File: src/rtl/lfsr_pkg.sv
package lfsr_pkg;

    // Controller states: seed copying or shifting
    typedef enum logic {
        ST_SEED = 1'b0,
        ST_RUN  = 1'b1
    } lfsr_mode_e;

    // One action per clock, chosen by the controller
    typedef enum logic [1:0] {
        ACT_HOLD  = 2'd0,
        ACT_TAPS  = 2'd1,
        ACT_SEED  = 2'd2,
        ACT_SHIFT = 2'd3
    } lfsr_act_e;

endpackage

File: src/rtl/lfsr_strobe_div.sv
module lfsr_strobe_div #(
    parameter int unsigned DIV_COUNT = 16666650
) (
    input  logic clk,
    input  logic rst,
    output logic tick
);
    localparam int unsigned CNT_W = (DIV_COUNT > 1) ? $clog2(DIV_COUNT) : 1;
    localparam logic [CNT_W-1:0] LAST = CNT_W'(DIV_COUNT - 1);

    logic [CNT_W-1:0] cnt_q;

    always_ff @(posedge clk) begin
        if (rst) begin
            cnt_q <= '0;
        end else if (cnt_q == LAST) begin
            cnt_q <= '0;
        end else begin
            cnt_q <= cnt_q + 1'b1;
        end
    end

    assign tick = (cnt_q == LAST);

endmodule

File: src/rtl/lfsr_ctrl_fsm.sv
module lfsr_ctrl_fsm
    import lfsr_pkg::*;
(
    input  logic       clk,
    input  logic       rst,
    input  logic       run_en,
    input  logic       tap_load,
    input  logic       tick,
    output lfsr_mode_e mode,
    output lfsr_act_e  act
);
    lfsr_mode_e mode_q;
    lfsr_mode_e mode_d;

    // State register
    always_ff @(posedge clk) begin
        if (rst) begin
            mode_q <= ST_SEED;
        end else begin
            mode_q <= mode_d;
        end
    end

    // Transitions: T_ARM (seed -> run), T_DISARM (run -> seed)
    always_comb begin
        mode_d = mode_q;
        unique case (mode_q)
            ST_SEED: if (run_en)  mode_d = ST_RUN;
            ST_RUN:  if (!run_en) mode_d = ST_SEED;
            default: mode_d = ST_SEED;
        endcase
    end

    // Outputs: tap load first, then the pulse action of the current state
    always_comb begin
        act = ACT_HOLD;
        if (tap_load) begin
            act = ACT_TAPS;
        end else if (tick) begin
            unique case (mode_q)
                ST_SEED: act = ACT_SEED;
                ST_RUN:  act = ACT_SHIFT;
                default: act = ACT_HOLD;
            endcase
        end
    end

    assign mode = mode_q;

endmodule

File: src/rtl/lfsr_tap_reg.sv
module lfsr_tap_reg
    import lfsr_pkg::*;
#(
    parameter int unsigned LEN = 4,
    parameter logic [LEN-1:0] RESET_TAPS = 4'b1001
) (
    input  logic           clk,
    input  logic           rst,
    input  lfsr_act_e      act,
    input  logic [LEN-1:0] tap_in,
    output logic [LEN-1:0] taps
);
    always_ff @(posedge clk) begin
        if (rst) begin
            taps <= RESET_TAPS;
        end else if (act == ACT_TAPS) begin
            taps <= tap_in;
        end
    end

endmodule

File: src/rtl/lfsr_shift_core.sv
module lfsr_shift_core
    import lfsr_pkg::*;
#(
    parameter int unsigned LEN = 4,
    parameter logic [LEN-1:0] RESET_STATE = 4'b0001
) (
    input  logic           clk,
    input  logic           rst,
    input  lfsr_act_e      act,
    input  logic [LEN-1:0] taps,
    input  logic [LEN-1:0] seed,
    output logic [LEN-1:0] state
);
    logic [LEN-1:0] gated;
    logic           fb;

    // Coefficient c(k+1) sits in taps[k] and gates stage s(j-k-1),
    // which is held at state[LEN-1-k].
    for (genvar k = 0; k < LEN; k++) begin : g_tap
        assign gated[k] = taps[k] & state[LEN-1-k];
    end

    assign fb = ^gated;

    always_ff @(posedge clk) begin
        if (rst) begin
            state <= RESET_STATE;
        end else begin
            unique case (act)
                ACT_SEED:  state <= seed;
                ACT_SHIFT: state <= {fb, state[LEN-1:1]};
                default:   state <= state;
            endcase
        end
    end

endmodule

File: src/rtl/lfsr_prog_gen.sv
module lfsr_prog_gen
    import lfsr_pkg::*;
#(
    parameter int unsigned LEN = 4,
    parameter int unsigned DIV_COUNT = 16666650,
    parameter logic [LEN-1:0] RESET_TAPS = 4'b1001,
    parameter logic [LEN-1:0] RESET_STATE = 4'b0001
) (
    input  logic           clk,
    input  logic           rst,
    input  logic [LEN-1:0] seed_in,
    input  logic [LEN-1:0] tap_in,
    input  logic           tap_load,
    input  logic           run_en,
    output logic [LEN-1:0] state_out,
    output logic           step_pulse
);
    lfsr_mode_e     mode;
    lfsr_act_e      act;
    logic [LEN-1:0] taps_q;
    logic           run_mode;

    lfsr_strobe_div #(.DIV_COUNT(DIV_COUNT)) u_div (
        .clk (clk),
        .rst (rst),
        .tick(step_pulse)
    );

    lfsr_ctrl_fsm u_fsm (
        .clk     (clk),
        .rst     (rst),
        .run_en  (run_en),
        .tap_load(tap_load),
        .tick    (step_pulse),
        .mode    (mode),
        .act     (act)
    );

    lfsr_tap_reg #(.LEN(LEN), .RESET_TAPS(RESET_TAPS)) u_taps (
        .clk   (clk),
        .rst   (rst),
        .act   (act),
        .tap_in(tap_in),
        .taps  (taps_q)
    );

    lfsr_shift_core #(.LEN(LEN), .RESET_STATE(RESET_STATE)) u_core (
        .clk  (clk),
        .rst  (rst),
        .act  (act),
        .taps (taps_q),
        .seed (seed_in),
        .state(state_out)
    );

    assign run_mode = (mode == ST_RUN);

endmodule

File: config.mk
export PLATFORM = sky130hd
export DESIGN_NAME = lfsr_prog_gen
export DESIGN_NICKNAME = d
export VERILOG_FILES = /design/src/rtl/lfsr_pkg.sv /design/src/rtl/lfsr_strobe_div.sv /design/src/rtl/lfsr_ctrl_fsm.sv /design/src/rtl/lfsr_tap_reg.sv /design/src/rtl/lfsr_shift_core.sv /design/src/rtl/lfsr_prog_gen.sv
export SDC_FILE = /design/constraint.sdc
export NUM_CORES = 1
export LEC_CHECK = 0
export BUFFER_PORTS_ARGS = -buffer_cell sky130_fd_sc_hd__buf_4
export CAP_MARGIN = 40
export CORE_MARGIN = 3
export CORE_UTILIZATION = 59
export CTS_BUF_LIST = sky130_fd_sc_hd__clkbuf_4 sky130_fd_sc_hd__clkbuf_8
export DETAILED_ROUTE_END_ITERATION = 8
export PLACE_DENSITY = 0.92
export SYNTH_ARGS = -nofsm -noshare
export SYNTH_HDL_FRONTEND = slang
export SYNTH_SLANG_ARGS = --single-unit
File: constraint.sdc
create_clock -name clk -period 2.2 [get_ports clk]
set_input_delay 0.22 -clock clk [delete_from_list [all_inputs] [get_ports clk]]
set_output_delay 0.22 -clock clk [all_outputs]
set_load 0.02 [all_outputs]
==> results of run 1 <==
[sequential cells by signal (all words and copies together), names as in the netlist]
register / cells
u_div.cnt_q: 24
u_taps.taps: 4
u_core.state: 4
u_fsm.mode: 1
[stage by stage]
step	utilization [%]	instances	hold WS, ns
floorplan	-	164	0.338
global placement	71.0	203	0.422
detailed placement	71.0	203	0.430
CTS	74.0	211	0.0673
global route	74.0	211	0.0674
finish	74.0	211	0.0832
[kinds of logic after synthesis]
family | count (synthesis) | synth area share (%)
AND/OR/NAND/NOR | 84 | 30.3
flip-flops | 33 | 43.7
XOR/XNOR | 24 | 13.9
AO/OA/AOI/OAI | 7 | 3.64
buffers and inverters | 7 | 2.07
multiplexers | 7 | 4.72
adder cells (fa/ha/maj) | 2 | 1.66
[critical path: stages (launching register included)]
cell	delay (ns)
dfxtp_1	0.36
and4bb_1	0.30
nand4_1	0.19
nor3_2	0.27
buf_4	0.18
[cell type report]
cell class	instances	area [sq um]
inverter	1	3.75
sequential	33	661
timing repair buffer	17	128
tap	28	35.0
fill	169	602
clock inverter	1	5.00
multi-input combinational	124	820
clock buffer	7	65.1
[worst min path at each step]
stage | cells after the start | slack (ns) | start | end
2_1_floorplan | 1 | 0.34 | tap_in[0] | u_taps.taps[0]
4_1_cts | 2 | 0.07 | tap_in[0] | u_taps.taps[0]
5_1_grt | 2 | 0.07 | tap_in[0] | u_taps.taps[0]
3_5_place_dp | 2 | 0.43 | tap_in[0] | u_taps.taps[0]
6_report | 2 | 0.08 | tap_in[0] | u_taps.taps[0]
3_3_place_gp | 2 | 0.42 | tap_in[0] | u_taps.taps[0]
[cell usage in the layout, fill, tap and decap left out, drive strengths merged, types with 6 or more instances in the layout]
cell type,instances
dfxtp,33
nor2,30
buf,17
xor2,15
nand2,14
nand4,10
xnor2,9
nand3,7
clkbuf,7
mux2i,6
[routing by layer]
metal | part of all wire (%) | routed length, um
met2 | 48 | 1420
met1 | 44 | 1310
met3 | 5.6 | 164
met4 | 1.9 | 57
met5 | 0 | 0
[power by group through the flow]
stage	clock, uW	combinational, uW	sequential, uW
floorplan	0	38.9	627
global placement	0	54.4	631
detailed placement	0	57.3	631
CTS	396	58.0	617
global route	419	64.1	619
finish	387	57.5	617
==> flow_summary.ini, run 1 <==
[outcome]
status = finished clean

[global_route]
grt_util_all_layers_pct = 20.2
use_met2_pct = 34.3
use_met3_pct = 6.44
grt_pass1_vias = 1210
grt_start_max_net_pins = 24
grt_pass1_wl_um = 5110
busiest_layer = met2
met1_usage_pct = 22.8
antenna_found_initial = 0
globalRouteOverflowTotal = 0

[clocking]
cts_buffers = 5
clkSinkCount = 33
cts_resized = 0
path_clk_slew_ns = 0.10
cts_setup_buffers = 0
cts_tree = built
clkLatencyLatePin_ns = 0.34
clock_path_buffers = 2
cts-hold-fix-buffers = 0
cts-htree-levels = 2
cts_root_buf = clkbuf_4

[logic_synthesis]
synthTopCellsByArea = dfxtp_1 44%, xor2_1 8.7%, nor2_1 7.2%
yosys.area.top_type = dfxtp_1
syn_inst = 164
syn_area_per_cell_sq_um = 9.22
synthFlopType = dfxtp_1
ys_seq_area_share_pct = 43.7
ys_seq_elements = 33
synth.top_cell.area_share_pct = 43.7
synthTopCellsByCount = 33 x dfxtp_1, 29 x nor2_1, 15 x xor2_1
netlist_area_sq_um = 1510
synth.distinct_cells = 35
yosysMostFrequentCell = dfxtp_1
syn-num-nets = 178
synthArstFlopShare_pct = 0
synth_edf_count = 0
synth_warnings = 0

[setup_path]
cp.arrival_ns = 1.62
r2r_end = u_core.state[0]
cp-end-kind = output pin
r2r-start = u_div.cnt_q[0]
endpoint = step_pulse
r2r_slack_ns = 0.42
start_kind = flip-flop
worstSetupStartpoint = u_div.cnt_q[8]
critPathRequiredTime_ns = 1.98
critical_path_class = flip-flop to output pin
reg2regPathDepth = 6
worstPathMaxFanout = 4

[timing]
setup_violations = 0
period_minus_slack_ns = 1.84
slew_viol_final = 0
max_freq_mhz = 544
rsz0062_at_grt = false
fin_crit_sh_pct = 83.5
final.setup.worst_slack_ns = 0.363
clock_skew_ns = 0.00717
max-slew-margin-rel_pct = 64.8
hold_viol_final = 0
fin_setup_tns_ns = 0
worst_pin_slew_ns = 0.525

[final_layout]
final_nets = 196
drive_above_1_share_pct = 18.6
area_growth_pct = 13.6
fin_area_sq_um = 1720
num_antenna_cells = 0

[floorplanning]
core_sq_um = 2320
chipHeight_um = 56.6
rows = 17
start_util_pct = 65.2
die_x_um = 56.6
io-pin-count = 17
die-area_sq_um = 3210

[route]
wl_um = 2950
first_pass_iters = 4
drt_iter0_markers = 36
drtAntennaViolNets = 0
vias = 1230
routed_via_density = 5.83
drt-wirelength-per-cell_um = 14.0
drc_errors = 0

[power]
peakVddDrop_mv = 0.526
internal_power_uw = 824
pwr-share-comb_pct = 5.4
p_sw_uw = 238
power_switching_share_pct = 22.4
pwr-share-seq_pct = 58.1
clockPowerShare_pct = 36.4
p_leak_uw = 0.000655
power_uw = 1060
p_per_area_nw_per_um2 = 618

[placed_design]
dpl_cell_area_sq_um = 1650
io_buffers = 16
preCtsSetupSlack_ns = 0.462
gp_congestion = 0.881
hpwlAfterDp_um = 2120

[flow_run]
max-cap-violations = 0

[hold_path]
hp-class = primary input to flip-flop
(Power assumes the default switching activity.)
==> run 2: changes to the inputs <==
--- a/config.mk
+++ b/config.mk
@@ -5,13 +5,14 @@
 export SDC_FILE = /design/constraint.sdc
 export NUM_CORES = 1
 export LEC_CHECK = 0
+export ABC_AREA = 1
 export BUFFER_PORTS_ARGS = -buffer_cell sky130_fd_sc_hd__buf_4
 export CAP_MARGIN = 40
 export CORE_MARGIN = 3
-export CORE_UTILIZATION = 59
+export CORE_UTILIZATION = 55
 export CTS_BUF_LIST = sky130_fd_sc_hd__clkbuf_4 sky130_fd_sc_hd__clkbuf_8
 export DETAILED_ROUTE_END_ITERATION = 8
-export PLACE_DENSITY = 0.92
+export PLACE_DENSITY = 0.9
 export SYNTH_ARGS = -nofsm -noshare
 export SYNTH_HDL_FRONTEND = slang
 export SYNTH_SLANG_ARGS = --single-unit
==> constraint.sdc (replaced) <==
create_clock -name clk -period 1.6 [get_ports clk]
set_input_delay 0.16 -clock clk [delete_from_list [all_inputs] [get_ports clk]]
set_output_delay 0.16 -clock clk [all_outputs]
set_load 0.02 [all_outputs]
==> flow_summary.ini, run 2 <==
[route]
drc_errors = 0
routed_via_density = 5.43
wl_um = 5030
drtAntennaViolNets = 0
first_pass_iters = 5
drt-wirelength-per-cell_um = 13.5
vias = 2025
drt_iter0_markers = 152

[logic_synthesis]
netlist_area_sq_um = 1840
synthTopCellsByCount = 97 x nand2_1, 54 x nor2_1, 36 x inv_1
syn-num-nets = 308
yosys.area.top_type = dfxtp_1
ys_seq_area_share_pct = 35.9
synth.distinct_cells = 22
syn_area_per_cell_sq_um = 6.26
synth_warnings = 0
syn_inst = 294
synth_edf_count = 0
ys_seq_elements = 33
synthFlopType = dfxtp_1
synthTopCellsByArea = dfxtp_1 36%, nand2_1 20%, nor2_1 11%
synthArstFlopShare_pct = 0
yosysMostFrequentCell = nand2_1
synth.top_cell.area_share_pct = 35.9

[global_route]
grt_start_max_net_pins = 14
grt_util_all_layers_pct = 25.4
grt_pass1_vias = 1831
globalRouteOverflowTotal = 0
antenna_found_initial = 0
grt_pass1_wl_um = 8040

[setup_path]
worstPathMaxFanout = 6
reg2regPathDepth = 7
critical_path_class = flip-flop to output pin
start_kind = flip-flop
cp.arrival_ns = 1.40
critPathRequiredTime_ns = 1.44
cp-end-kind = output pin

[flow_run]
max-cap-violations = 0

[placed_design]
dpl.cell_count = 356
hpwlAfterDp_um = 3360
io_buffers = 16
gp_congestion = 0.991

[timing]
clock_skew_ns = 0.00932
max-slew-margin-rel_pct = 75.3
setup_violations = 0
hold_viol_final = 0
period_minus_slack_ns = 1.56
max_freq_mhz = 642
fin_crit_sh_pct = 97.3
rsz0062_at_grt = true
whs_ns = 0.0193
slew_viol_final = 0
worst_pin_slew_ns = 0.369

[final_layout]
layoutNonFillerInstCount = 373
area_growth_pct = 23.8
final_nets = 342
top_regs = u_div.cnt_q x24, u_core.state x4, u_taps.taps x4
num_antenna_cells = 0
fillers = 218
mostFrequentLayoutCells = 94 x nand2_1, 46 x nor2_1, 32 x inv_1
drive_above_1_share_pct = 22.2
largest_reg_flops = 24
layout_commonest_cell = nand2_1
regMostFlops = u_div.cnt_q

[power]
clockPowerShare_pct = 32.0
p_sw_uw = 366
peakVddDrop_mv = 0.597
p_per_area_nw_per_um2 = 628
p_leak_uw = 0.000885
power_switching_share_pct = 25.6
pwr-share-seq_pct = 59.4
pwr-share-comb_pct = 8.6
internal_power_uw = 1060

[floorplanning]
core_sq_um = 3130
chipHeight_um = 63.8
start_util_pct = 58.8
io-pin-count = 17
die-area_sq_um = 4070
rows = 20
die_x_um = 63.8

[clocking]
clkLatencyLatePin_ns = 0.34
cts_tree = built
clkSinkCount = 33
clock_path_buffers = 2
cts-htree-levels = 2
path_clk_slew_ns = 0.10
cts_root_buf = clkbuf_4
cts_buffers = 5

[hold_path]
hold_path_depth = 3
hp-class = primary input to flip-flop

[outcome]
status = finished clean
-- run 2: what timing repair did --
| item | CTS | global route |
|---|---|---|
| gates resized for setup | 13 | 29 |
| endpoints found under the hold margin | 1 | 0 |
| hold buffers | 1 | 0 |
| endpoints found under the setup margin | 1 | 17 |
| pin swaps | 2 | 8 |
| buffers inserted | 6 | 2 |
-- run 2: final timing paths --
path                   from  slack (ns)               to
max          u_div.cnt_q[3]        0.04       step_pulse
min                  run_en        0.02       u_fsm.mode
max reg2reg  u_div.cnt_q[3]        0.09  u_div.cnt_q[13]
min reg2reg  u_taps.taps[3]        0.47   u_taps.taps[3]
-- run 2: cells by family after synthesis --
family          synth area share [%]
buf+inv                         8.78
simple gates                    43.1
compound gates                  7.82
fa+ha+maj                       1.36
xor+xnor                        1.91
flops                           35.9
mux                             1.09
-- run 2: power groups by stage --
stage	clock [uW]	sequential [uW]	combinational, uW
finish	457	850	122
global route	507	853	136
CTS	459	849	111
detailed placement	0	868	92.2
global placement	0	867	90.1
floorplan	0	865	51.0
-- run 2: stage by stage --
stage	cell area, sq um	total power [uW]	setup TNS [ns]	setup slack [ns]	utilization (%)
floorplan	1840	916	0	0.00744	-
global placement	2030	957	0	0.170	65.0
detailed placement	2030	960	0	0.0881	65.0
CTS	2180	1420	0	0.00399	69.8
global route	2280	1500	-0.130	-0.0606	72.8
finish	2280	1430	0	0.0435	72.8
-- run 2: per-layer routing --
metal  routed length [um]  part of all wire, %  track usage, %  up-vias
li1                     -                    -               -      989
met5                    0                    0               0        -
met1                 1930                   38            29.6      916
met4                  222                  4.4            11.9        0
met3                  374                  7.4            5.10       29
met2                 2500                   50            44.1       91
-- run 2: critical path: stages, from the launching register on --
cell and delay (ns):
dfxtp_2 0.38, nand2_2 0.13, nor2_1 0.16, nand3_2 0.12
nor2_4 0.14, buf_6 0.12
-- run 2: layout make-up --
type	instances	area [sq um]	area share [%]
well taps	44	55.1	2.42
repair buffers	29	236	10.4
flip-flops and latches	33	677	29.7
multi-input cells	222	1110	49.0
inverters	37	139	6.10
clock inverters	3	17.5	0.769
clock buffers	5	37.5	1.65
